**config.mk**
```make
export PLATFORM = sky130hd
export DESIGN_NAME = nap_clk_ctrl
export DESIGN_NICKNAME = d
export VERILOG_FILES = /design/src/rtl/nap_pkg.sv /design/src/rtl/nap_irq_sync.sv /design/src/rtl/nap_fsm.sv /design/src/rtl/nap_bus_strobe.sv /design/src/rtl/nap_clk_ctrl.sv
export SDC_FILE = /design/constraint.sdc
export NUM_CORES = 1
export LEC_CHECK = 0
export BUFFER_PORTS_ARGS = -buffer_cell sky130_fd_sc_hd__buf_2
export CORE_AREA = 5 5 42 44
export CTS_CLUSTER_SIZE = 14
export DETAILED_ROUTE_END_ITERATION = 7
export DIE_AREA = 0 0 47 49
export PLACE_DENSITY = 0.51
export SETUP_SLACK_MARGIN = 0.05
export SKIP_LAST_GASP = 1
export SLEW_MARGIN = 40
export SYNTH_ARGS = -nofsm -noshare
export SYNTH_HDL_FRONTEND = slang
export SYNTH_SLANG_ARGS = --single-unit
```
**constraint.sdc**
```tcl
create_clock -name clk -period 2.1 [get_ports clk]
set_input_delay 0.42 -clock clk [delete_from_list [all_inputs] [get_ports clk]]
set_output_delay 0.42 -clock clk [all_outputs]
set_load 0.02 [all_outputs]
```
**src/rtl/nap_pkg.sv**
```systemverilog
package nap_pkg;

  typedef enum logic [1:0] {
    ST_RUN   = 2'd0,
    ST_ENTER = 2'd1,
    ST_NAP   = 2'd2,
    ST_SNOOP = 2'd3
  } nap_state_e;

  localparam int PHASE_W = 2;

  // Length of the strobe pattern for a ratio code
  function automatic logic [PHASE_W-1:0] ratio_period(input logic [1:0] sel);
    case (sel)
      2'd0:    return 2'd1;
      2'd1:    return 2'd3;
      2'd2:    return 2'd2;
      default: return 2'd3;
    endcase
  endfunction

  // Strobe value for a ratio code at a given phase
  function automatic logic ratio_strobe(input logic [1:0] sel, input logic [PHASE_W-1:0] ph);
    case (sel)
      2'd0:    return 1'b1;
      2'd1:    return (ph != 2'd2);
      default: return (ph == 2'd0);
    endcase
  endfunction

endpackage

```
**src/rtl/nap_irq_sync.sv**
```systemverilog
module nap_irq_sync #(
  parameter int STAGES = 2
) (
  input  logic clk,
  input  logic rst_n,
  input  logic async_i,
  output logic sync_o
);
  logic [STAGES-1:0] chain_q;

  generate
    for (genvar g = 0; g < STAGES; g++) begin : g_stage
      if (g == 0) begin : g_first
        always_ff @(posedge clk or negedge rst_n) begin
          if (!rst_n) chain_q[0] <= 1'b0;
          else        chain_q[0] <= async_i;
        end
      end else begin : g_rest
        always_ff @(posedge clk or negedge rst_n) begin
          if (!rst_n) chain_q[g] <= 1'b0;
          else        chain_q[g] <= chain_q[g-1];
        end
      end
    end
  endgenerate

  assign sync_o = chain_q[STAGES-1];
endmodule

```
**src/rtl/nap_fsm.sv**
```systemverilog
module nap_fsm
  import nap_pkg::*;
(
  input  logic       clk,
  input  logic       rst_n,
  input  logic       nap_req_i,
  input  logic       core_idle_i,
  input  logic       irq_sync_i,
  input  logic       run_i,
  input  logic       snoop_busy_i,
  output nap_state_e state_o
);
  nap_state_e state_q, state_d;

  always_comb begin
    state_d = state_q;
    case (state_q)
      ST_RUN: begin
        if (nap_req_i) state_d = ST_ENTER;
      end
      ST_ENTER: begin
        if (irq_sync_i)       state_d = ST_RUN;
        else if (core_idle_i) state_d = ST_NAP;
      end
      ST_NAP: begin
        if (irq_sync_i) state_d = ST_RUN;
        else if (run_i) state_d = ST_SNOOP;
      end
      ST_SNOOP: begin
        if (irq_sync_i)                   state_d = ST_RUN;
        else if (!run_i && !snoop_busy_i) state_d = ST_NAP;
      end
      default: state_d = ST_RUN;
    endcase
  end

  always_ff @(posedge clk or negedge rst_n) begin
    if (!rst_n) state_q <= ST_RUN;
    else        state_q <= state_d;
  end

  assign state_o = state_q;
endmodule

```
**src/rtl/nap_bus_strobe.sv**
```systemverilog
module nap_bus_strobe
  import nap_pkg::*;
(
  input  logic       clk,
  input  logic       rst_n,
  input  logic [1:0] ratio_sel_i,
  output logic       stb_o
);
  logic [PHASE_W-1:0] phase_q, phase_d, period;

  always_comb begin
    period  = ratio_period(ratio_sel_i);
    phase_d = (phase_q >= period - 1'b1) ? '0 : phase_q + 1'b1;
  end

  always_ff @(posedge clk or negedge rst_n) begin
    if (!rst_n) phase_q <= '0;
    else        phase_q <= phase_d;
  end

  assign stb_o = ratio_strobe(ratio_sel_i, phase_q);
endmodule

```
**src/rtl/nap_clk_ctrl.sv**
```systemverilog
module nap_clk_ctrl
  import nap_pkg::*;
#(
  parameter int NUM_CORE_EN = 4,
  parameter int SYNC_STAGES = 2
) (
  input  logic                   clk,
  input  logic                   rst_n,
  input  logic                   nap_req_i,
  input  logic                   core_idle_i,
  input  logic                   irq_i,
  input  logic                   run_i,
  input  logic                   snoop_busy_i,
  input  logic [1:0]             ratio_sel_i,
  output logic [NUM_CORE_EN-1:0] core_clk_en_o,
  output logic                   irq_clk_en_o,
  output logic                   pll_clk_en_o,
  output logic                   nap_active_o,
  output logic                   bus_stb_o
);
  logic       irq_sync;
  nap_state_e state;

  nap_irq_sync #(.STAGES(SYNC_STAGES)) u_sync (
    .clk(clk), .rst_n(rst_n), .async_i(irq_i), .sync_o(irq_sync)
  );

  nap_fsm u_fsm (
    .clk(clk), .rst_n(rst_n), .nap_req_i(nap_req_i), .core_idle_i(core_idle_i),
    .irq_sync_i(irq_sync), .run_i(run_i), .snoop_busy_i(snoop_busy_i),
    .state_o(state)
  );

  nap_bus_strobe u_stb (
    .clk(clk), .rst_n(rst_n), .ratio_sel_i(ratio_sel_i), .stb_o(bus_stb_o)
  );

  assign core_clk_en_o = (state == ST_NAP) ? '0 : '1;
  assign irq_clk_en_o  = 1'b1;
  assign pll_clk_en_o  = 1'b1;
  assign nap_active_o  = (state == ST_NAP) || (state == ST_SNOOP);
endmodule

```
After elaboration in Yosys (flattened, before gate mapping)
Cells that the tools add are included.
{"block": "totals", "ff_bits": 6, "output_inout_bits": 8, "word_cells": 37}
{"block": "classes", "n_addsub": 2, "n_lt_le_gt_ge": 1, "n_eq_ne": 10, "muxes": 12, "n_reduce_logical": 8}
{"cell": "$mux W2", "n": 8}
{"cell": "$pmux W2 S4", "n": 1}
{"cell": "$eq A2 B2 Y1 const B", "n": 3}
{"cell": "$logic_not A2 Y1", "n": 3}
{"cell": "$eq A2 B1 Y1 const B", "n": 2}
{"cell": "$mux W4", "n": 1}
{"cell": "$ne A2 B2 Y1 const B", "n": 2}
{"cell": "$pmux W2 S2", "n": 1}
{"cell": "$reduce_and A4 Y1", "n": 1}
{"cell": "$ne A3 B1 Y1 const B", "n": 1}
{"cell": "$ne A3 B2 Y1 const B", "n": 1}
{"cell": "$ne A3 B3 Y1 const B", "n": 1}
{"cell": "$add A2 B1 Y2 const B", "n": 1}
{"cell": "$ge A2 B2 Y1", "n": 1}
{"cell": "$logic_not A1 Y1", "n": 2}
{"cell": "$pmux W1 S2", "n": 1}
{"cell": "$sub A2 B1 Y2 const B", "n": 1}
{"cell": "$logic_and A1 B1 Y1", "n": 1}
{"cell": "$logic_or A1 B1 Y1", "n": 1}

Longest topological paths before layout
Gate-level depths: netlist of the first run.
{"block": "logic_depth", "depth_word": 5, "ltp_mapped": 5, "ltp_nobuf": 5}

Cells and area by module
From an unflattened synthesis of the first run, not the netlist that was laid out.
{"block": "hier_totals", "hier_cells": 36, "hier_area_um2": 371.6}
{"mod": "nap_bus_strobe", "n_inst": 1, "cells_per_inst": 16, "area_each_um2": 171.4}
{"mod": "nap_fsm", "n_inst": 1, "cells_per_inst": 10, "area_each_um2": 98.8}
{"mod": "nap_clk_ctrl", "n_inst": 1, "cells_per_inst": 8, "area_each_um2": 51.3}
{"mod": "nap_irq_sync", "n_inst": 1, "cells_per_inst": 2, "area_each_um2": 50.0}

Least setup slack after synthesis of the first run
Ideal clock, no wire load.
{"block": "synth_path", "kind": "register to output", "startpoint": "register u_stb.phase_q[0]", "endpoint": "output port bus_stb_o", "arrival_time_ps": 920, "t_required_ps": 1680, "setup_slack_ps": 760, "path_stages_with_launch": 5, "path_buffers": 0, "cell_sequence": "dfrtp_1 -> inv_1 -> ha_1 -> nand2_1 -> mux2_2"}
{"block": "synth_via", "elab_chain_len": 2, "elab_cells_between_ends": 3}
{"element": "start, declared", "line_no": "nap_bus_strobe.sv:9", "source": "logic [PHASE_W-1:0] phase_q, phase_d, period;"}
{"element": "start signal, assigned", "line_no": "nap_bus_strobe.sv:18", "source": "else phase_q <= phase_d;"}
{"element": "$ne A2 B2 Y1 / $logic_not A2 Y1 (equally long branches)", "line_no": "nap_pkg.sv:26, nap_pkg.sv:27"}
{"element": "$pmux W1 S2 (*)", "line_no": "nap_pkg.sv:24", "source": "case (sel)"}
{"element": "end, declared", "line_no": "nap_clk_ctrl.sv:19", "source": "output logic bus_stb_o"}
Every way passes the cells marked *; elsewhere a longest branch is shown, timed or not.

Worst setup path in the final report of the first run
Ends and elaborated chain as after synthesis.

==> results of run 1 <==
## kinds of logic (layout without fill, tap and decap cells)
| group | count (synthesis) | count (layout) |
|---|---|---|
| other cells | 1 | 2 |
| simple gates | 9 | 9 |
| buf+inv | 10 | 22 |
| flops | 6 | 6 |
| fa+ha+maj | 4 | 4 |
| compound gates | 5 | 5 |
| mux | 1 | 1 |
## power by group
| part | total (uW) | leakage, uW | switching (uW) | internal (uW) |
|---|---|---|---|---|
| sequential | 169 | 0.0000740 | 21.4 | 148 |
| clock | 102 | 0.0000138 | 37.7 | 64.4 |
| combinational | 181 | 0.000136 | 102 | 78.6 |
| total | 452 | 0.000224 | 161 | 291 |
## cell usage after synthesis
| cell type | n |
|---|---|
| mux2_2 | 1 |
| a211o_1 | 1 |
| or2b_1 | 1 |
| a221oi_1 | 1 |
| ha_1 | 4 |
| nand2_1 | 1 |
| nor2b_1 | 2 |
| dfrtp_1 | 6 |
| clkbuf_1 | 1 |
| buf_4 | 5 |
| a21oi_1 | 3 |
| nor2_1 | 1 |
| nand2b_1 | 1 |
| inv_1 | 4 |
| nor3b_1 | 1 |
| conb_1 | 1 |
| and2_1 | 2 |
## timing repair
item / in CTS / in global routing
hold buffers: 1 / 0
setup buffers: 0 / 0
endpoints found under the hold margin: 6 / 0
## sequential cells by signal, summed over array words and instances, names as in the netlist
name and flops:
u_fsm.state_o 2, u_stb.phase_q 2, u_sync.chain_q 1, u_sync.sync_o 1
## worst register-to-register path: stages (launching register included)
cell and delay [ps]:
dfrtp_1 360, inv_1 120, ha_1 240, nand2b_1 130, a21oi_1 160, and2_1 140
## final cells by class
cell class,count,area [um^2],share of cell area [%]
repair buffers,15,80.08,18.08
flip-flops and latches,6,150.1,33.90
well taps,16,20.02,4.520
clock buffers,3,22.52,5.085
multi-input cells,21,155.1,35.03
inverters,4,15.01,3.390
## final timing paths
path                                                    end  depth (start not counted)  slack [ps]
worst max-delay path                              bus_stb_o                          5         360
worst min-delay path            u_sync.chain_q[0]$_DFF_PN0_                          1         290
worst max register to register   u_stb.phase_q[1]$_DFF_PN0_                          5         880
worst min register to register      u_sync.sync_o$_DFF_PN0_                          0         350
max in group asynchronous           u_sync.sync_o$_DFF_PN0_                          2        1430
min in group asynchronous        u_stb.phase_q[0]$_DFF_PN0_                          2         530
## per-stage QoR
stage                     cell area, um^2  hold WS, ps  power (uW)  instances
after detailed placement            410.4        246.2       354.1         61
after CTS                           442.9        278.6       463.1         65
after floorplan                     361.6        124.4       316.5         37
after global placement              410.4        249.0       350.2         61
after global routing                442.9        274.6       506.4         65
final                               442.9        289.9       451.6         65
## routing by layer
metal | global-route usage (%) | share of wire, % | wire [um] | up-vias
li1 | - | - | - | 134
met1 | 7.175 | 45 | 264 | 110
met2 | 7.692 | 40 | 230 | 15
met3 | 5.535 | 15 | 86 | 0
met4 | 1.382 | 0 | 0 | 0
met5 | 0 | 0 | 0 | -
==> impl_metrics.env, run 1 <==
export IMPL_outcome="finished, final reports clean"
export IMPL_wl_per_cell_um=8.938
export IMPL_num_io_pins=17
export IMPL_fmax_mhz=573.4
export IMPL_synth_avg_cell_area_um2=9.940
export IMPL_nets=64
export IMPL_synth_area_leader_cell="dfrtp_1"
export IMPL_synth_simple_area_share_pct=15.03
export IMPL_setup_viol=0
export IMPL_grt_max_degree=7
export IMPL_postCtsResizedCells=0
export IMPL_die_area_mm2=0.002303
export IMPL_report_final_slew_viol_count=0
export IMPL_htree_levels=1
export IMPL_postRouteAntennaNets=0
export IMPL_min_period_ps=1744
export IMPL_layout_common_cells="14 x buf_2, 6 x dfrtp_1, 4 x inv_1, 4 x ha_1"
export IMPL_cts_root_buffer="clkbuf_4"
export IMPL_grt_pass1_vias=234
export IMPL_critPathMaxStageDelay_ps=360
export IMPL_synth_area_um2=357.8
export IMPL_p_leak_uw=0.0002236
export IMPL_final_common_cell="buf_2"
export IMPL_drt_iter0_drc=1
export IMPL_synth_top_family_by_area="buffers and inverters"
export IMPL_crit_buf_inv=2
export IMPL_critical_path_class="flop to primary output"
export IMPL_vias_per_cell=3.985
export IMPL_synth_adder_area_share_pct=13.99
export IMPL_synth_area_mux_share_pct=3.147
export IMPL_wirelength_um=581
export IMPL_firstDrtPassIters=3
export IMPL_finClkSkew_ps=2.749
export IMPL_synth_compound_area_share_pct=9.091
export IMPL_synth_top_cell_area_share_pct=41.96
export IMPL_power_density_mw_per_mm2=1020
export IMPL_antennaDiodeCount=0
export IMPL_crit_path_start_kind="flop"
export IMPL_finalSetupTns_ps=0
export IMPL_clk_pin_slew_ps=40
export IMPL_dp_hpwl_um=481.5
export IMPL_die_width_um=47
export IMPL_layout_setup_ws_ps=356.0
export IMPL_placementRows=14
export IMPL_cts_made_buffers=3
export IMPL_place_congestion=0.6858
export IMPL_fin_crit_sh_pct=83.05
export IMPL_track_usage_pct=5.953
export IMPL_grt_ovfl_total=0
export IMPL_critical_path_slowest_cell="dfrtp_1"
export IMPL_min_path_type="input port to flop"
export IMPL_endpoint_kind="primary output"
export IMPL_clk_latency_ps=240
export IMPL_cts_sinks=6
export IMPL_path_cells="inv_1 > ha_1 > nand2_1 > mux2_2 > buf_2"
export IMPL_required_ps=1680
export IMPL_drc=0
export IMPL_grt_pass1_wl_um=938
export IMPL_cap_violations=0
export IMPL_synth_seq_cells=6
export IMPL_critPathMaxFanout=4
export IMPL_area_growth_pct=23.78
export IMPL_ctsLongestPathBuffers=2
export IMPL_path_delay_family="flip-flops"
export IMPL_antenna_found_initial=0
export IMPL_synth_area_leaders="dfrtp_1 42%, ha_1 14%, buf_4 10%, a21oi_1 4.2%, inv_1 4.2%"
export IMPL_cp_arrival_ps=1320
export IMPL_hold_viol=0
export IMPL_numPortBuffers=14
export IMPL_reg2reg_from="u_stb.phase_q[0]$_DFF_PN0_"
export IMPL_drive_gt1_share_pct=36.73
export IMPL_num_fill_cells=152
export IMPL_hold_path_startpoint="irq_i"
export IMPL_cts_tree="yes"
export IMPL_die_y_um=49
export IMPL_fin_util_pct=31.61
export IMPL_vias=259
export IMPL_start_util_pct=25.54
export IMPL_core_mm2=0.001401
export IMPL_synth_cell_types=17
export IMPL_rsz0062_at_grt="no"
export IMPL_place_ws_ps=599.4
export IMPL_startpoint="u_stb.phase_q[0]$_DFF_PN0_"
export IMPL_synthCells=36
export IMPL_synth_xor_area_share_pct=0
export IMPL_ys_seq_area_share_pct=41.96
export IMPL_ys_warn_count=0
export IMPL_ir_worst_vdd_mv=0.4765
Power figures use the tool's default switching activity.
==> run 2: changes to the inputs <==
- ABC_AREA: unset -> 1
- PLACE_DENSITY: 0.51 -> 0.6
- clock period: 2.1 -> 1.55 ns (I/O delays scaled with it)
==> run 2 against run 1 <==
Critical path depth unchanged. Register-to-register slack got worse by 450 ps. Via count increased by 47%. Utilization increased by 7.3 points. Hold slack got worse by 110 ps. Combinational power increased by 130%. Critical path type unchanged.
==> impl_metrics.env, run 2 <==
export IMPL_hold_viol=0
export IMPL_fmax_mhz=684.9
export IMPL_dp_hpwl_um=597
export IMPL_p_leak_uw=0.0003060
export IMPL_vias_per_cell=4.198
export IMPL_power_uw=823.9
export IMPL_synth_area_leader_cell="dfrtp_1"
export IMPL_multi_input_area_um2=201.4
export IMPL_final_common_cell="buf_2"
export IMPL_min_path_cells=1
export IMPL_synth_seq_cells=6
export IMPL_synth_area_um2=441.7
export IMPL_reg2reg_setup_slack_ps=430
export IMPL_synthCells=60
export IMPL_ys_flop_type="dfrtp_1"
export IMPL_numPortBuffers=14
export IMPL_power_density_mw_per_mm2=1510
export IMPL_wl_per_cell_um=7.736
export IMPL_grt_pass1_wl_um=1021
export IMPL_outcome="finished, final reports clean"
export IMPL_firstDrtPassIters=4
export IMPL_drive_gt1_share_pct=37.33
export IMPL_path_cells="inv_1 > ha_1 > nor2_1 > a31oi_1 > buf_4"
export IMPL_grt_max_degree=9
export IMPL_ir_worst_vdd_mv=0.6493
export IMPL_num_io_pins=17
export IMPL_rsz0062_at_grt="yes"
export IMPL_ctsLongestPathBuffers=2
export IMPL_dr_wl_met3_um=74
export IMPL_fin_crit_sh_pct=94.19
export IMPL_antenna_found_initial=0
export IMPL_endpoint_kind="primary output"
export IMPL_wl_met2_um=326
export IMPL_nets=90
export IMPL_clk_pin_slew_ps=40
export IMPL_wirelength_um=704
export IMPL_synth_cell_types=17
export IMPL_endpoint="bus_stb_o"
export IMPL_dp_cells=85
export IMPL_synthArstFlopShare_pct=100.0
export IMPL_report_final_slew_viol_count=0
export IMPL_cts_tree="yes"
export IMPL_synth_edf_count=0
export IMPL_critPathMaxFanout=3
export IMPL_placementRows=14
export IMPL_synth_top_cell_area_share_pct=33.99
export IMPL_top_layer_used="met3"
export IMPL_ys_warn_count=0
export IMPL_seq_area_um2=151.4
export IMPL_cp_arrival_ps=1150
export IMPL_min_period_ps=1460
export IMPL_clk_latency_ps=230
export IMPL_finClkSkew_ps=1.636
export IMPL_critical_path_class="flop to primary output"
export IMPL_startpoint="u_stb.phase_q[1]$_DFF_PN0_"
export IMPL_min_path_type="input port to flop"
export IMPL_drt_iter0_drc=6
export IMPL_layout_common_cells="13 x buf_2, 11 x inv_1, 8 x nor2_1"
export IMPL_r2r_end="u_stb.phase_q[0]$_DFF_PN0_"
export IMPL_area_growth_pct=23.51
export IMPL_yosysMostFrequentCell="inv_1"
export IMPL_cap_violations=0
export IMPL_die_width_um=47
export IMPL_core_mm2=0.001401
export IMPL_r2r_cells=5
export IMPL_vias=382
export IMPL_synth_area_leaders="dfrtp_1 34%, ha_1 11%, inv_1 10%, buf_4 8.5%, nor2_1 6.8%"
export IMPL_critical_path_slowest_cell="dfrtp_1"
export IMPL_cts_root_buffer="clkbuf_4"
export IMPL_setup_viol=0
export IMPL_track_usage_pct=6.104
export IMPL_grt_pass1_vias=280
export IMPL_place_congestion=0.7195
export IMPL_required_ps=1240
export IMPL_crit_path_start_kind="flop"
export IMPL_critPathMaxStageDelay_ps=390
export IMPL_worst_hold_slack_ps=180.3
export IMPL_layoutNonFillerInstCount=91
export IMPL_met1Wirelength_um=303
export IMPL_ys_seq_area_share_pct=33.99
export IMPL_finalSetupTns_ps=0
export IMPL_die_area_mm2=0.002303
export IMPL_synth_avg_cell_area_um2=7.361
export IMPL_drc=0
export IMPL_cts_made_buffers=3
export IMPL_start_util_pct=31.52
export IMPL_antennaDiodeCount=0
export IMPL_postRouteAntennaNets=0
export IMPL_die_y_um=49
export IMPL_htree_levels=1
export IMPL_grt_ovfl_total=0
export IMPL_netlist_top_cells_count="12 x inv_1, 8 x nor2_1, 6 x dfrtp_1"
export IMPL_reg2reg_from="u_stb.phase_q[1]$_DFF_PN0_"
export IMPL_cts_sinks=6
export IMPL_num_fill_cells=149
[run 2: changes by cell type after synthesis, moves of 2 or more]
cell / change
o21ai_0: +2
inv_1: +8
nor2_2: +3
and2_1: -2
inv_2: +2
nor2_1: +7
nand3_1: +5
nand2_1: +4
nor2b_1: -2
[run 2: cells by family (layout without fill, tap and decap cells)]
| kind of cell | Yosys count | after routing | share of synthesized area (%) |
|---|---|---|---|
| and+or+nand+nor | 23 | 23 | 24.93 |
| buffers and inverters | 20 | 34 | 21.25 |
| AOI/OAI and AO/OA | 6 | 6 | 7.650 |
| DFF | 6 | 6 | 33.99 |
| adders and majority gates | 4 | 4 | 11.33 |
| other | 1 | 2 | 0.8490 |
[run 2: metrics by stage]
stage          instance area (um^2)  setup slack, ps  util (%)
6_report                      545.5            89.99     38.93
5_1_grt                       545.5           -10.46     38.93
4_1_cts                       526.8            53.70     37.59
3_5_place_dp                  494.2            312.9     35.27
3_3_place_gp                  494.2            312.2     35.27
2_1_floorplan                 445.4            245.7         -
[run 2: critical path: cells and delay by family (launching register included)]
kind | cells | cell delay (ps)
flops | 1 | 390
simple gates | 1 | 40
fa+ha+maj | 1 | 130
buf+inv | 2 | 230
compound gates | 1 | 130
[run 2: power breakdown]
group	internal, uW	switching (uW)	leakage [uW]
combinational	174	246	0.000220
sequential	207	63.6	0.0000726
clock	86.9	46.1	0.0000138
total	468	355	0.000306
[run 2: cell type report]
type | count | area share, %
multi-input combinational | 35 | 36.93
sequential | 6 | 27.75
timing repair buffer | 17 | 17.89
inverter | 14 | 9.633
clock buffer | 3 | 4.128
tap | 16 | 3.670
[run 2: per-layer routing]
layer | vias to the layer above | GRT usage [%]
met3 | 0 | 2.214
met5 | - | 0
met2 | 12 | 7.692
met4 | 0 | 4.147
li1 | 205 | -
met1 | 165 | 8.333
[run 2: what timing repair did]
item                                   CTS  global route
resized for setup                        0             3
setup endpoints to repair                0             5
endpoints found under the hold margin    6             0
setup buffers                            0             2
hold buffers                             1             0
[run 2: how the worst min path moves through the flow]
stage / startpoint / to
floorplan: rst_n / u_fsm.state_o[0]$_DFFE_PN0P_
global placement: rst_n / u_sync.chain_q[0]$_DFF_PN0_
detailed placement: rst_n / u_sync.sync_o$_DFF_PN0_
CTS: irq_i / u_sync.chain_q[0]$_DFF_PN0_
global route: irq_i / u_sync.chain_q[0]$_DFF_PN0_
finish: irq_i / u_sync.chain_q[0]$_DFF_PN0_
